`src/rtl/wkup_pkg.sv`:
```
package wkup_pkg;
  typedef enum logic [1:0] {
    SENS_OFF  = 2'b00,
    SENS_HIGH = 2'b01,
    SENS_LOW  = 2'b10,
    SENS_ANY  = 2'b11
  } sens_t;

  typedef enum logic [1:0] {
    MODE_NORMAL  = 2'b00,
    MODE_STANDBY = 2'b01,
    MODE_SLEEP   = 2'b10,
    MODE_STOP    = 2'b11
  } pmode_t;
endpackage

```
`src/rtl/wkup_sync.sv`:
```
module wkup_sync #(
  parameter int W      = 4,
  parameter int STAGES = 2
) (
  input  logic         clk,
  input  logic         rst,
  input  logic [W-1:0] d_async,
  output logic [W-1:0] d_sync
);
  logic [W-1:0] stg [STAGES];

  always_ff @(posedge clk) begin
    if (rst) begin
      for (int k = 0; k < STAGES; k++) stg[k] <= '0;
    end else begin
      stg[0] <= d_async;
      for (int k = 1; k < STAGES; k++) stg[k] <= stg[k-1];
    end
  end

  assign d_sync = stg[STAGES-1];
endmodule

```
`src/rtl/wkup_match.sv`:
```
module wkup_match
  import wkup_pkg::*;
#(
  parameter int N_IN  = 4,
  parameter int GRP   = 2,
  localparam int N_GRP = N_IN / GRP
) (
  input  logic [N_GRP-1:0][1:0] cfg,
  input  logic [N_IN-1:0]       lvl,
  output logic [N_IN-1:0]       hit
);
  for (genvar i = 0; i < N_IN; i++) begin : g_in
    localparam int G = i / GRP;
    always_comb begin
      case (sens_t'(cfg[G]))
        SENS_HIGH: hit[i] = lvl[i];
        SENS_LOW:  hit[i] = ~lvl[i];
        SENS_ANY:  hit[i] = 1'b1;
        default:   hit[i] = 1'b0;
      endcase
    end
  end
endmodule

```
`src/rtl/wkup_status.sv`:
```
module wkup_status #(
  parameter int N_IN = 4
) (
  input  logic            clk,
  input  logic            rst,
  input  logic            low_power,
  input  logic            in_stop,
  input  logic [N_IN-1:0] hit,
  input  logic [N_IN-1:0] lvl,
  input  logic            rd_stb,
  input  logic            wdt,
  output logic [N_IN-1:0] rd_data,
  output logic            wake_req
);
  logic [N_IN-1:0] latched;
  logic            pending;
  logic            from_stop;
  logic            wake_q;
  logic            wake_evt;

  assign wake_evt = low_power && !pending && (|hit);

  always_ff @(posedge clk) begin
    if (rst) begin
      latched   <= '0;
      pending   <= 1'b0;
      from_stop <= 1'b0;
      wake_q    <= 1'b0;
    end else begin
      wake_q <= wake_evt;
      if (wake_evt) begin
        latched   <= hit;
        pending   <= 1'b1;
        from_stop <= in_stop;
      end else begin
        if (pending && rd_stb) pending <= 1'b0;
        if (pending && from_stop && wdt) begin
          latched <= '0;
          pending <= 1'b0;
        end
      end
    end
  end

  assign rd_data  = pending ? latched : (low_power ? '0 : lvl);
  assign wake_req = wake_q;


  wake_pulse_chk: assert property (@(posedge clk) disable iff (rst)
    wake_req |=> !wake_req);


  first_read_chk: assert property (@(posedge clk) disable iff (rst)
    (pending && rd_stb) |=> !pending);


  stop_wdt_clear_chk: assert property (@(posedge clk) disable iff (rst)
    (pending && from_stop && wdt) |=> (!pending && latched == '0));


  sleep_wdt_hold_chk: assert property (@(posedge clk) disable iff (rst)
    (pending && !from_stop && wdt && !rd_stb) |=> (pending && $stable(latched)));


  src_nonzero_chk: assert property (@(posedge clk) disable iff (rst)
    $rose(pending) |-> (latched != '0));
endmodule

```
`src/rtl/wake_detect_top.sv`:
```
module wake_detect_top
  import wkup_pkg::*;
#(
  parameter int N_IN   = 4,
  parameter int GRP    = 2,
  parameter int STAGES = 2,
  localparam int N_GRP = N_IN / GRP,
  localparam int SEL_W = (N_GRP > 1) ? $clog2(N_GRP) : 1
) (
  input  logic             clk,
  input  logic             rst,
  input  logic [N_IN-1:0]  wk_in,
  input  logic [1:0]       pwr_mode,
  input  logic             cfg_we,
  input  logic [SEL_W-1:0] cfg_sel,
  input  logic [1:0]       cfg_data,
  input  logic             rd_stb,
  output logic [N_IN-1:0]  rd_data,
  input  logic             wdt_expire,
  output logic             wake_req
);
  logic [N_GRP-1:0][1:0] cfg_q;
  logic [N_IN-1:0]       lvl_s;
  logic [N_IN-1:0]       hit;
  logic                  low_power;
  logic                  in_stop;

  always_ff @(posedge clk) begin
    if (rst) cfg_q <= '0;
    else if (cfg_we) cfg_q[cfg_sel] <= cfg_data;
  end

  assign low_power = (pmode_t'(pwr_mode) == MODE_SLEEP) || (pmode_t'(pwr_mode) == MODE_STOP);
  assign in_stop   = (pmode_t'(pwr_mode) == MODE_STOP);

  wkup_sync #(.W(N_IN), .STAGES(STAGES)) u_sync (
    .clk(clk), .rst(rst), .d_async(wk_in), .d_sync(lvl_s)
  );

  wkup_match #(.N_IN(N_IN), .GRP(GRP)) u_match (
    .cfg(cfg_q), .lvl(lvl_s), .hit(hit)
  );

  wkup_status #(.N_IN(N_IN)) u_status (
    .clk(clk), .rst(rst), .low_power(low_power), .in_stop(in_stop),
    .hit(hit), .lvl(lvl_s), .rd_stb(rd_stb), .wdt(wdt_expire),
    .rd_data(rd_data), .wake_req(wake_req)
  );


  wake_mode_chk: assert property (@(posedge clk) disable iff (rst)
    wake_req |-> $past(pwr_mode[1]));


  wake_enabled_chk: assert property (@(posedge clk) disable iff (rst)
    wake_req |-> $past(cfg_q != '0));
endmodule

```
`config.mk`:
```
export PLATFORM = sky130hd
export DESIGN_NAME = wake_detect_top
export DESIGN_NICKNAME = d
export VERILOG_FILES = /design/src/rtl/wkup_pkg.sv /design/src/rtl/wkup_sync.sv /design/src/rtl/wkup_match.sv /design/src/rtl/wkup_status.sv /design/src/rtl/wake_detect_top.sv
export SDC_FILE = /design/constraint.sdc
export NUM_CORES = 1
export LEC_CHECK = 0
export ABC_CLOCK_PERIOD_IN_PS = 1400
export BUFFER_PORTS_ARGS = -buffer_cell sky130_fd_sc_hd__buf_2
export CORE_ASPECT_RATIO = 1.1
export CORE_MARGIN = 2
export CORE_UTILIZATION = 45
export DETAILED_ROUTE_END_ITERATION = 16
export GPL_ROUTABILITY_DRIVEN = 1
export PLACE_DENSITY = 0.7
export SLEW_MARGIN = 20
export SYNTH_ARGS = -nofsm -noshare
export SYNTH_HDL_FRONTEND = slang
export SYNTH_HIERARCHICAL = 1
export SYNTH_SLANG_ARGS = --single-unit
```
`constraint.sdc`:
```
create_clock -name clk -period 1.4 [get_ports clk]
set_input_delay 0.14 -clock clk [delete_from_list [all_inputs] [get_ports clk]]
set_output_delay 0.14 -clock clk [all_outputs]
set_load 0.01 [all_outputs]
```
### Word-level counts from Yosys, hierarchy flattened

Memories as Yosys holds them, arrays and structs flattened.
Index checks and enable logic that the tools add are counted.

* $add $sub $neg: 0
* multipliers: 0
* div/mod/pow operators: 0
* magnitude comparators: 2
* eq/ne operators: 8
* shift operators: 0
* muxes and demuxes: 19
* bitwise gates (word level): 6
* reductions and logical operators: 11

Operators by type and width (count)
* 2-to-1 mux 4 bit: 6
* equality test 2 bit, second input constant: 6
* one-hot mux 1 bit (3 select lines): 4
* logical AND 1 bit: 6
* 2-to-1 mux 1 bit: 6
* bitwise mux 4 bit: 1
* equality test 2 x 1 -> 1 bit, second input constant: 2
* NOT 1 bit: 4
* OR reduction 4 bit: 1
* nonzero test 3 bit: 1
* demux 2 bit (select 1 bit): 1
* less-than comparator 1 x 2 -> 1 bit, second input constant: 1
* 2-to-1 mux 2 bit: 1
* bitwise OR 1 bit: 2
* nonzero test 2 bit: 1
* greater-or-equal comparator 1 bit, second input constant: 1
* logical NOT 1 bit: 1
* logical OR 1 bit: 1

* register bits after elaboration: 11
* latch bits: 0
* bits in writable memories: 8
* ROM bits: 0
* logic and storage cells: 53
* memories kept: 1

Memories
* u_sync.stg: words 2, bits a word 4, rd ports 2, clocked after Yosys merged registers in 0, wr ports 2, RTL line wkup_sync.sv:10 `logic [W-1:0] stg [STAGES];`

### Longest topological paths before layout

Gate-level depths: netlist (run 1).

* word-level depth: 5
* mapped depth: 5
* depth with buffers taken out: 4

### Modules after synthesis

Netlist (run 1), hierarchy kept.

Modules (own cells, without submodules)
* wkup_status: instances 1, cells each 31, area an instance 342.8 µm²
* wkup_sync: instances 1, cells each 20, area an instance 240.2 µm²
* wake_detect_top: instances 1, cells each 18, area an instance 187.7 µm²
* wkup_match: instances 1, cells each 4, area an instance 52.6 µm²

### Worst setup path after synthesis (run 1)

Ideal clock, no wire load.

* path kind: reg-to-reg
* start: memory u_sync.stg[1][3], in the netlist u_sync/stg[0][7]
* end: register u_status.latched[0]
* library setup time: 0.059 ns
* arrival: 1.356 ns
* required time: 1.341 ns
* path slack: -0.014 ns
* cell stages (with the launch flop): 6
* clock period less this slack: 1.414 ns
* cells stage by stage: dfxtp_1 -> buf_4 -> mux2_1 -> nor4_4 -> o21a_4 -> a22o_1

RTL lines
* start, declared: RTL line wkup_sync.sv:10
* end signal, assigned: RTL line wkup_status.sv:32 `latched <= hit;`
* end, declared: RTL line wkup_status.sv:15 `logic [N_IN-1:0] latched;`

==> run summary, run 1 <==
Latest clock arrival within the worst-skew pair -> 290 ps
IO Count -> 19
CP bufs+invs -> 0
ANT nets after route -> 0
Syn Std Cell Area -> 823 µm²
Peak VDD IR -> 0.000816 V
Fmax -> 714 MHz
GRT Max-Usage Layer -> met2
Crit start category -> flop
CP required -> 1640 ps
Crit. End Element -> flop
Mapped Nets -> 87
Nets -> 105
Clock-pin slew on the worst setup and hold paths -> 110 ps
Initial antenna violation count -> 0
Failing checks -> setup timing
Largest net degree at the start of global routing -> 16
Diode count -> 0
Clock Root Buffer -> clkbuf_4
CTS tree -> yes
Chip height -> 48.9 µm
CTS max path bufs -> 2
CP Class -> reg -> reg
CP peak stage delay -> 350 ps
Hold Buf Count CTS -> 0
Share of layout cells above drive strength 1 -> 46.7%
DR WL/cell -> 12.0 µm
Gr ovfl total -> 0
Slowest CP cell -> dfxtp_2
Mapped Cells -> 73
First drt pass iteration count -> 4
Placed Instance Area -> 898 µm²
DRT iter0 DRCs -> 5
YS warnings -> 6
Lkg Pwr -> 0.414 nW
Yosys cell types -> 24
WHS -> 47.7 ps
Power Density -> 1060 nW/µm²
Starting Density -> 46.7%
Critical-path cell list -> mux2_4 -> nor4_4 -> o21a_4 -> a22o_1
Clock group share of total power -> 27.7%
Status -> complete, but fails checks
Grt met2 use -> 22.5%
Syn Area/Cell -> 11.3 µm²
P_int -> 0.755 mW
GPL Wtd Cong -> 0.702
# DRC -> 0
First-pass GRT wire length -> 2330 µm
Met1 usage -> 18.4%
Switching Fraction -> 24.9%
Max Cap Viol -> 0
Final Instance Area -> 948 µm²
Reg-to-reg slack, setup -> -0.8 ps
HPWL Detailed -> 1020 µm
Crit path time final -> 1400 ps
Port bufs -> 18
Cell family with most CP delay -> flip-flops
Worst-path fanout max -> 4
Yosys reg bits -> 19
Pins Over Slew Limit -> 0
Fin Setup TNS -> -0.799 ps
Post-synthesis sequential area ratio -> 46.2%
Core Area -> 1760 µm²
Min setup slack post-route -> -0.799 ps
RSZ-0062 raised after global routing -> true
DP Worst Slack -> 19.2 ps
Max-slew headroom -> 79.1%
Die Footprint -> 2190 µm²
Slew @ Worst Pin -> 313 ps
Final hold vios -> 0
H-tree Lvls -> 1
Crit path arrival time -> 1650 ps
Combinational share of power -> 14.1%
Vias in the first global route -> 553
Sequential power share -> 58.2%
Drt total wl -> 1300 µm
Final period util -> 100%
Switching power -> 0.250 mW
# Post-CTS Setup Buffers -> 0
Synthesis-to-layout area growth -> 15.2%
Hold Path Class -> in -> reg
Site Rows -> 16
Final setup viols -> 1
Via count -> 545
Total GRT Usage -> 14.3%
CTS buffer count -> 3
Die X -> 44.8 µm
Vias per cell -> 5.05
Clock sinks -> 19
Global-route met3 utilization -> 6.67%
Fin Clk Skew -> 0.936 ps
==> routing by layer <==
| layer | vias up | part of all wire, % | routed length [µm] |
|---|---|---|---|
| met5 | - | 0 | 0 |
| met4 | 0 | 0 | 0 |
| met3 | 0 | 4.7 | 61 |
| met2 | 12 | 49 | 640 |
| met1 | 251 | 46 | 597 |
| li1 | 282 | - | - |
==> cells by family after synthesis <==
| kind of cell | after synthesis | synth area share [%] |
|---|---|---|
| compound gates | 13 | 13.5 |
| flops | 19 | 46.2 |
| mux | 8 | 11.2 |
| buf+inv | 6 | 5.47 |
| simple gates | 27 | 23.6 |
==> cell usage in the layout, fill, tap and decap left out, types with 2 or more instances in the layout <==
| cell | instances |
|---|---|
| a22o_1 | 4 |
| a22o_2 | 4 |
| clkbuf_4 | 3 |
| mux2i_1 | 4 |
| dfxtp_1 | 16 |
| nand2b_4 | 2 |
| nor2b_1 | 8 |
| nand3b_1 | 2 |
| nand2b_1 | 6 |
| mux2_4 | 2 |
| nor2_1 | 2 |
| buf_2 | 18 |
| dfxtp_2 | 2 |
==> through the flow <==
| step | instances | utilization, % | total power [mW] |
|---|---|---|---|
| finish | 108 | 53.8 | 1.01 |
| global route | 108 | 53.8 | 1.07 |
| CTS | 108 | 53.0 | 1.01 |
| detailed placement | 104 | 51.0 | 0.731 |
| global placement | 104 | 51.0 | 0.726 |
| floorplan | 73 | - | 0.692 |
==> flip-flops by register name, summed over array words and instances, names as in the netlist <==
name                count
u_status/wake_req       1
u_status/pending        1
u_status/from_stop      1
u_status/latched        4
cfg_q                   4
u_sync/stg              8
==> power by group through the flow <==
stage,Sequential (mW),Clock (mW),Combinational (mW)
after floorplan,0.588,0,0.104
after global placement,0.596,0,0.130
after detailed placement,0.597,0,0.133
after CTS,0.586,0.292,0.135
after global routing,0.589,0.322,0.155
final,0.585,0.278,0.142
==> final timing paths <==
kind | from | endpoint | depth (start not counted)
worst max-delay path | u_sync/stg[0][4] | u_status/latched[0] | 4
worst min-delay path | rst | u_status/pending | 2
worst max register to register | u_sync/stg[0][4] | u_status/latched[0] | 4
worst min register to register | u_sync/stg[0][2] | u_sync/stg[0][6] | 1
==> cell usage after synthesis, drive strengths merged <==
cell / count / share of area [%]
dfxtp: 19 / 46
nand3b: 2 / 1.8
and2b: 1 / 1.1
mux2: 4 / 6.4
nand2b: 8 / 7.0
nor2: 3 / 1.4
nor2b: 9 / 7.8
a22o: 8 / 9.1
nand2: 2 / 1.2
o21a: 1 / 1.8
clkbuf: 1 / 0.46
a21oi: 2 / 1.2
o21ai: 1 / 0.61
mux2i: 4 / 4.9
nor4: 1 / 2.6
buf: 5 / 5.0
and2: 1 / 0.76
a31oi: 1 / 0.76
==> timing repair <==
item | CTS | global route
endpoints found under the setup margin | 5 | 9
gates resized for setup | 3 | 6
pin swaps | 1 | 5
==> layout make-up <==
class	count	area (µm²)
fillers	171	813
clock inverters	1	7.51
clock buffers	3	22.5
repair buffers	19	97.6
well taps	18	22.5
multi-input cells	48	412
flip-flops and latches	19	387
Power figures use the tool's default switching activity.
==> run 2: changes to the inputs <==
--- a/config.mk
+++ b/config.mk
@@ -6,13 +6,14 @@
 export NUM_CORES = 1
 export LEC_CHECK = 0
 export ABC_CLOCK_PERIOD_IN_PS = 1400
-export BUFFER_PORTS_ARGS = -buffer_cell sky130_fd_sc_hd__buf_2
 export CORE_ASPECT_RATIO = 1.1
 export CORE_MARGIN = 2
-export CORE_UTILIZATION = 45
+export CORE_UTILIZATION = 53
 export DETAILED_ROUTE_END_ITERATION = 16
+export DONT_BUFFER_PORTS = 1
 export GPL_ROUTABILITY_DRIVEN = 1
 export PLACE_DENSITY = 0.7
+export SETUP_SLACK_MARGIN = 0.02
 export SLEW_MARGIN = 20
 export SYNTH_ARGS = -nofsm -noshare
 export SYNTH_HDL_FRONTEND = slang
==> run 2 against run 1 <==
- the run now ends clean
- clock-buffer cell count is 1 higher
- hold slack worse by 43 ps
- critical endpoint is now u_status/pending
- critical path depth did not move
- largest power group unchanged
- sequential power hardly changed
- cell area fell by 1.8%
- first-iteration DRC count up 140%
- highest routed layer is now met4
- setup slack gained 22 ps
- clock power barely moved
- non-clock buffer count fell by 9
- die area is 14% lower
==> run summary, run 2 (same netlist as run 1, synthesis figures left out) <==
Status -> finished, final reports clean
H-tree Lvls -> 1
Starting Density -> 58.0%
Layout filler cell count -> 115
Lkg Pwr -> 0.380 nW
Die Footprint -> 1890 µm²
GRT Max-Usage Layer -> met2
Drt total wl -> 1340 µm
Slew @ Worst Pin -> 288 ps
Total GRT Usage -> 17.4%
Crit start category -> flop
CP required -> 1590 ps
Share of layout cells above drive strength 1 -> 25.9%
Multi-input gate area -> 402 µm²
Final period util -> 98.5%
WHS -> 4.58 ps
Latest clock arrival within the worst-skew pair -> 300 ps
Crit path time final -> 1380 ps
Most flop-heavy register -> u_sync/stg
Reg2Reg Depth -> 4
Fin Clk Skew -> 3.55 ps
Via count -> 529
CTS buffer count -> 3
First drt pass iteration count -> 4
CTS tree -> yes
Final hold vios -> 0
Hold Crit Start -> cfg_sel
Fin cells -> 97
Initial antenna violation count -> 0
Clock-pin slew on the worst setup and hold paths -> 100 ps
Hold Path Class -> in -> reg
Crit path launch -> u_sync/stg[0][4]
Crit. End Element -> flop
DR WL/cell -> 13.8 µm
Synthesis-to-layout area growth -> 13.1%
Site Rows -> 14
# DRC -> 0
Port bufs -> 0
Global-route met3 utilization -> 4.80%
First-pass GRT wire length -> 2350 µm
Core Area -> 1420 µm²
GPL Wtd Cong -> 0.797
Worst R2R Start -> u_sync/stg[0][4]
Placed cell count -> 83
Nets -> 96
Clock sinks -> 19
Commonest cells after routing, fill and taps aside -> 15 x dfxtp_1, 9 x dlygate4sd3_1, 8 x nor2b_1, 7 x nand2b_1
Chip height -> 45.3 µm
Worst Hold End -> cfg_q[1]
Gr ovfl total -> 0
Met1 usage -> 20.2%
Most common cell after layout, fill and taps aside -> dfxtp_1
Worst Hold Depth -> 2
Grt met2 use -> 29.4%
Reg-to-reg slack, setup -> 20 ps
Largest net degree at the start of global routing -> 16
Max-slew headroom -> 80.7%
Fmax -> 725 MHz
Power Density -> 1060 nW/µm²
Register Area -> 385 µm²
Largest regs -> u_sync/stg x8, cfg_q x4, u_status/latched x4
Clock Root Buffer -> clkbuf_4
Peak VDD IR -> 0.000661 V
CP Class -> reg -> reg
Crit path arrival time -> 1570 ps
Worst-path fanout max -> 4
Pins Over Slew Limit -> 0
ANT nets after route -> 0
CTS max path bufs -> 2
RSZ-0062 raised after global routing -> true
Die X -> 41.6 µm
Max reg flops -> 8
Final setup viols -> 0
Max Cap Viol -> 0
Crit Reg-Reg Endpoint -> u_status/pending
Vias per cell -> 5.45
Vias in the first global route -> 530
DRT iter0 DRCs -> 12
Diode count -> 0
IO Count -> 19
## run 2: where the power goes
group / switching (mW) / internal [mW] / leakage (nW) / total (mW)
Combinational: 0.0464 / 0.0749 / 0.208 / 0.121
Sequential: 0.0193 / 0.568 / 0.157 / 0.587
Clock: 0.165 / 0.111 / 0.0150 / 0.277
Total: 0.231 / 0.754 / 0.380 / 0.985
## run 2: worst max path at each step
stage / endpoint / slack, ps / cells after the start
5_1_grt: u_status/latched[0] / -60 / 4
6_report: u_status/pending / 20 / 4
4_1_cts: u_status/latched[0] / 0.04 / 4
3_3_place_gp: u_status/latched[0] / 40 / 4
3_5_place_dp: u_status/pending / 0.6 / 4
2_1_floorplan: u_status/latched[0] / 40 / 5
## run 2: cell type report
cell class,count,area share (%)
Multi-Input combinational cell,48,43.1
Sequential cell,19,41.4
Timing Repair Buffer,10,10.5
Clock buffer,4,2.82
Tap cell,16,2.15
## run 2: per-layer routing
| metal | share of wire, % | vias to the layer above |
|---|---|---|
| met1 | 46 | 247 |
| met5 | 0 | - |
| met2 | 47 | 13 |
| li1 | - | 265 |
| met3 | 4.4 | 4 |
| met4 | 2.7 | 0 |
## run 2: worst max-delay path, cell delays in order, from the launching register on
cell	delay (ps)
dfxtp_2	350
mux2_4	310
nor4_4	350
nand2b_1	190
a21oi_1	70
## run 2: stage by stage
| step | power [mW] | instance area, µm² | TNS [ps] | setup WS [ps] | util, % |
|---|---|---|---|---|---|
| floorplan | 0.692 | 823 | 0 | 37.6 | - |
| global route | 1.03 | 931 | -279 | -56.5 | 65.6 |
| global placement | 0.692 | 798 | 0 | 38.5 | 56.3 |
| CTS | 0.983 | 918 | 0 | 0.0351 | 64.7 |
| detailed placement | 0.695 | 798 | 0 | 0.595 | 56.3 |
| finish | 0.985 | 931 | 0 | 21.1 | 65.6 |
## run 2: timing repair
| action | CTS | global route |
|---|---|---|
| endpoints found under the hold margin | 11 | 1 |
| gates resized for setup | 4 | 3 |
| hold buffers | 8 | 1 |
| setup endpoints to repair | 6 | 11 |
| pin swaps | 6 | 2 |
| buffers inserted | 1 | 0 |
==> run 3: changes to the inputs <==
--- a/config.mk
+++ b/config.mk
@@ -13,6 +13,7 @@
 export DONT_BUFFER_PORTS = 1
 export GPL_ROUTABILITY_DRIVEN = 1
 export PLACE_DENSITY = 0.7
+export REMOVE_ABC_BUFFERS = 1
 export SETUP_SLACK_MARGIN = 0.02
 export SLEW_MARGIN = 20
 export SYNTH_ARGS = -nofsm -noshare
==> run 3 against run 2 <==
- setup slack gained 7.3 ps
- die area is the same
- cell area shrank 5.6%
- global-route usage shrank 1.4 points
- critical path depth is the same
- clock power shrank 4%
- clock skew is essentially flat
- sequential power is essentially flat
- critical path type unchanged
- critical endpoint is now u_status/latched[3]
- largest cell class unchanged
==> run summary, run 3 (same netlist as run 1, synthesis figures left out) <==
RSZ-0062 raised after global routing -> true
Clock Root Buffer -> clkbuf_4
GRT Max-Usage Layer -> met2
Synthesis-to-layout area growth -> 6.69%
Starting Density -> 58.0%
Fmax -> 729 MHz
Vias per cell -> 5.48
P_int -> 0.744 mW
Clock-pin slew on the worst setup and hold paths -> 100 ps
Max-slew headroom -> 74.8%
DRT iter0 DRCs -> 11
GPL Wtd Cong -> 0.667
Switching Fraction -> 22.8%
Crit. End Element -> flop
# Post-CTS Setup Buffers -> 0
Power Density -> 1100 nW/µm²
Via count -> 504
ANT nets after route -> 0
IO Count -> 19
CTS buffer count -> 3
Crit path time final -> 1370 ps
Slew @ Worst Pin -> 377 ps
Final Instance Area -> 878 µm²
Layout filler cell count -> 111
Grt met2 use -> 27.5%
Fin Clk Skew -> 3.38 ps
Diode count -> 0
Final hold vios -> 0
Nets -> 91
Largest net degree at the start of global routing -> 12
CTS tree -> yes
HPWL Detailed -> 891 µm
Site Rows -> 14
CP required -> 1640 ps
CP Class -> reg -> reg
H-tree Lvls -> 1
Sequential power share -> 60.8%
Worst-path fanout max -> 4
Met1 usage -> 18.0%
Final core occ -> 61.9%
Combinational share of power -> 11.7%
CTS max path bufs -> 2
Total GRT Usage -> 16.0%
Switching power -> 0.220 mW
Global-route met3 utilization -> 5.20%
Drt total wl -> 1290 µm
Status -> finished, final reports clean
DR WL/cell -> 14.0 µm
Placed cell count -> 83
Port bufs -> 0
Placed Instance Area -> 798 µm²
Pins Over Slew Limit -> 0
Die Footprint -> 1890 µm²
Most flop-heavy register -> u_sync/stg
Largest regs -> u_sync/stg x8, cfg_q x4, u_status/latched x4
Initial antenna violation count -> 0
Peak VDD IR -> 0.000713 V
Worst Hold Depth -> 2
Reg2Reg Depth -> 4
Latest clock arrival within the worst-skew pair -> 290 ps
Core Area -> 1420 µm²
Final setup viols -> 0
Most common cell after layout, fill and taps aside -> dfxtp_1
Clock sinks -> 19
Final period util -> 98.0%
First-pass GRT wire length -> 2210 µm
Crit start category -> flop
Max Cap Viol -> 0
Hold Path Class -> in -> reg
Share of layout cells above drive strength 1 -> 25.0%
Die X -> 41.6 µm
Commonest cells after routing, fill and taps aside -> 16 x dfxtp_1, 8 x nor2b_1, 7 x nand2b_1, 5 x dlygate4sd3_1
Max reg flops -> 8
Clock group share of total power -> 27.5%
Gr ovfl total -> 0
# DRC -> 0
First drt pass iteration count -> 4
Lkg Pwr -> 0.346 nW
Vias in the first global route -> 481
Crit path arrival time -> 1610 ps
Chip height -> 45.3 µm
Fin cells -> 92
run 3: cell types whose count changed in the layout (fill, tap and decap cells not counted), sizes merged:
cell and change:
dlygate4sd3 -4, buf -1
run 3: worst max-delay path, stage by stage (launching register included):
cell and delay [ps]:
dfxtp_1 360, mux2_2 370, nor4_4 280, o21a_4 180, a22o_1 140
run 3: final timing paths:
kind | endpoint | slack, ps | startpoint
max | u_status/latched[3] | 30 | u_sync/stg[0][5]
min | cfg_q[0] | 20 | cfg_sel
max reg2reg | u_status/latched[3] | 30 | u_sync/stg[0][5]
min reg2reg | u_sync/stg[0][5] | 440 | u_sync/stg[0][1]
run 3: through the flow:
stage	total power [mW]	hold WS [ps]	setup TNS [ps]	worst slack [ps]
finish	0.964	17.8	0	28.4
global route	1.01	1.20	-307	-63.2
CTS	0.971	13.3	0	30.6
detailed placement	0.694	213	-22.7	-9.81
global placement	0.693	212	-0.204	-0.204
floorplan	0.679	209	0	55.8
run 3: power groups by stage:
stage	combinational (mW)	clock [mW]	sequential, mW
global placement	0.0951	0	0.598
floorplan	0.0865	0	0.592
global route	0.122	0.297	0.590
finish	0.112	0.266	0.586
CTS	0.112	0.273	0.586
detailed placement	0.0959	0	0.598
run 3: layer usage:
metal	wire (µm)	vias up
met5	0	-
met1	573	227
met3	56	2
met4	20	0
li1	-	260
met2	639	15
run 3: repair_timing:
action | CTS | global route
hold buffers | 5 | 0
endpoints found under the hold margin | 11 | 0
setup endpoints to repair | 7 | 11
gates resized for setup | 3 | 1
pin swaps | 1 | 3
run 3: area by class of cell:
cell class | instances | area, µm² | area share [%]
Multi-Input combinational cell | 48 | 398 | 45.3
Tap cell | 16 | 20.0 | 2.28
Timing Repair Buffer | 5 | 50.0 | 5.70
Sequential cell | 19 | 384 | 43.7
Clock buffer | 4 | 26.3 | 2.99
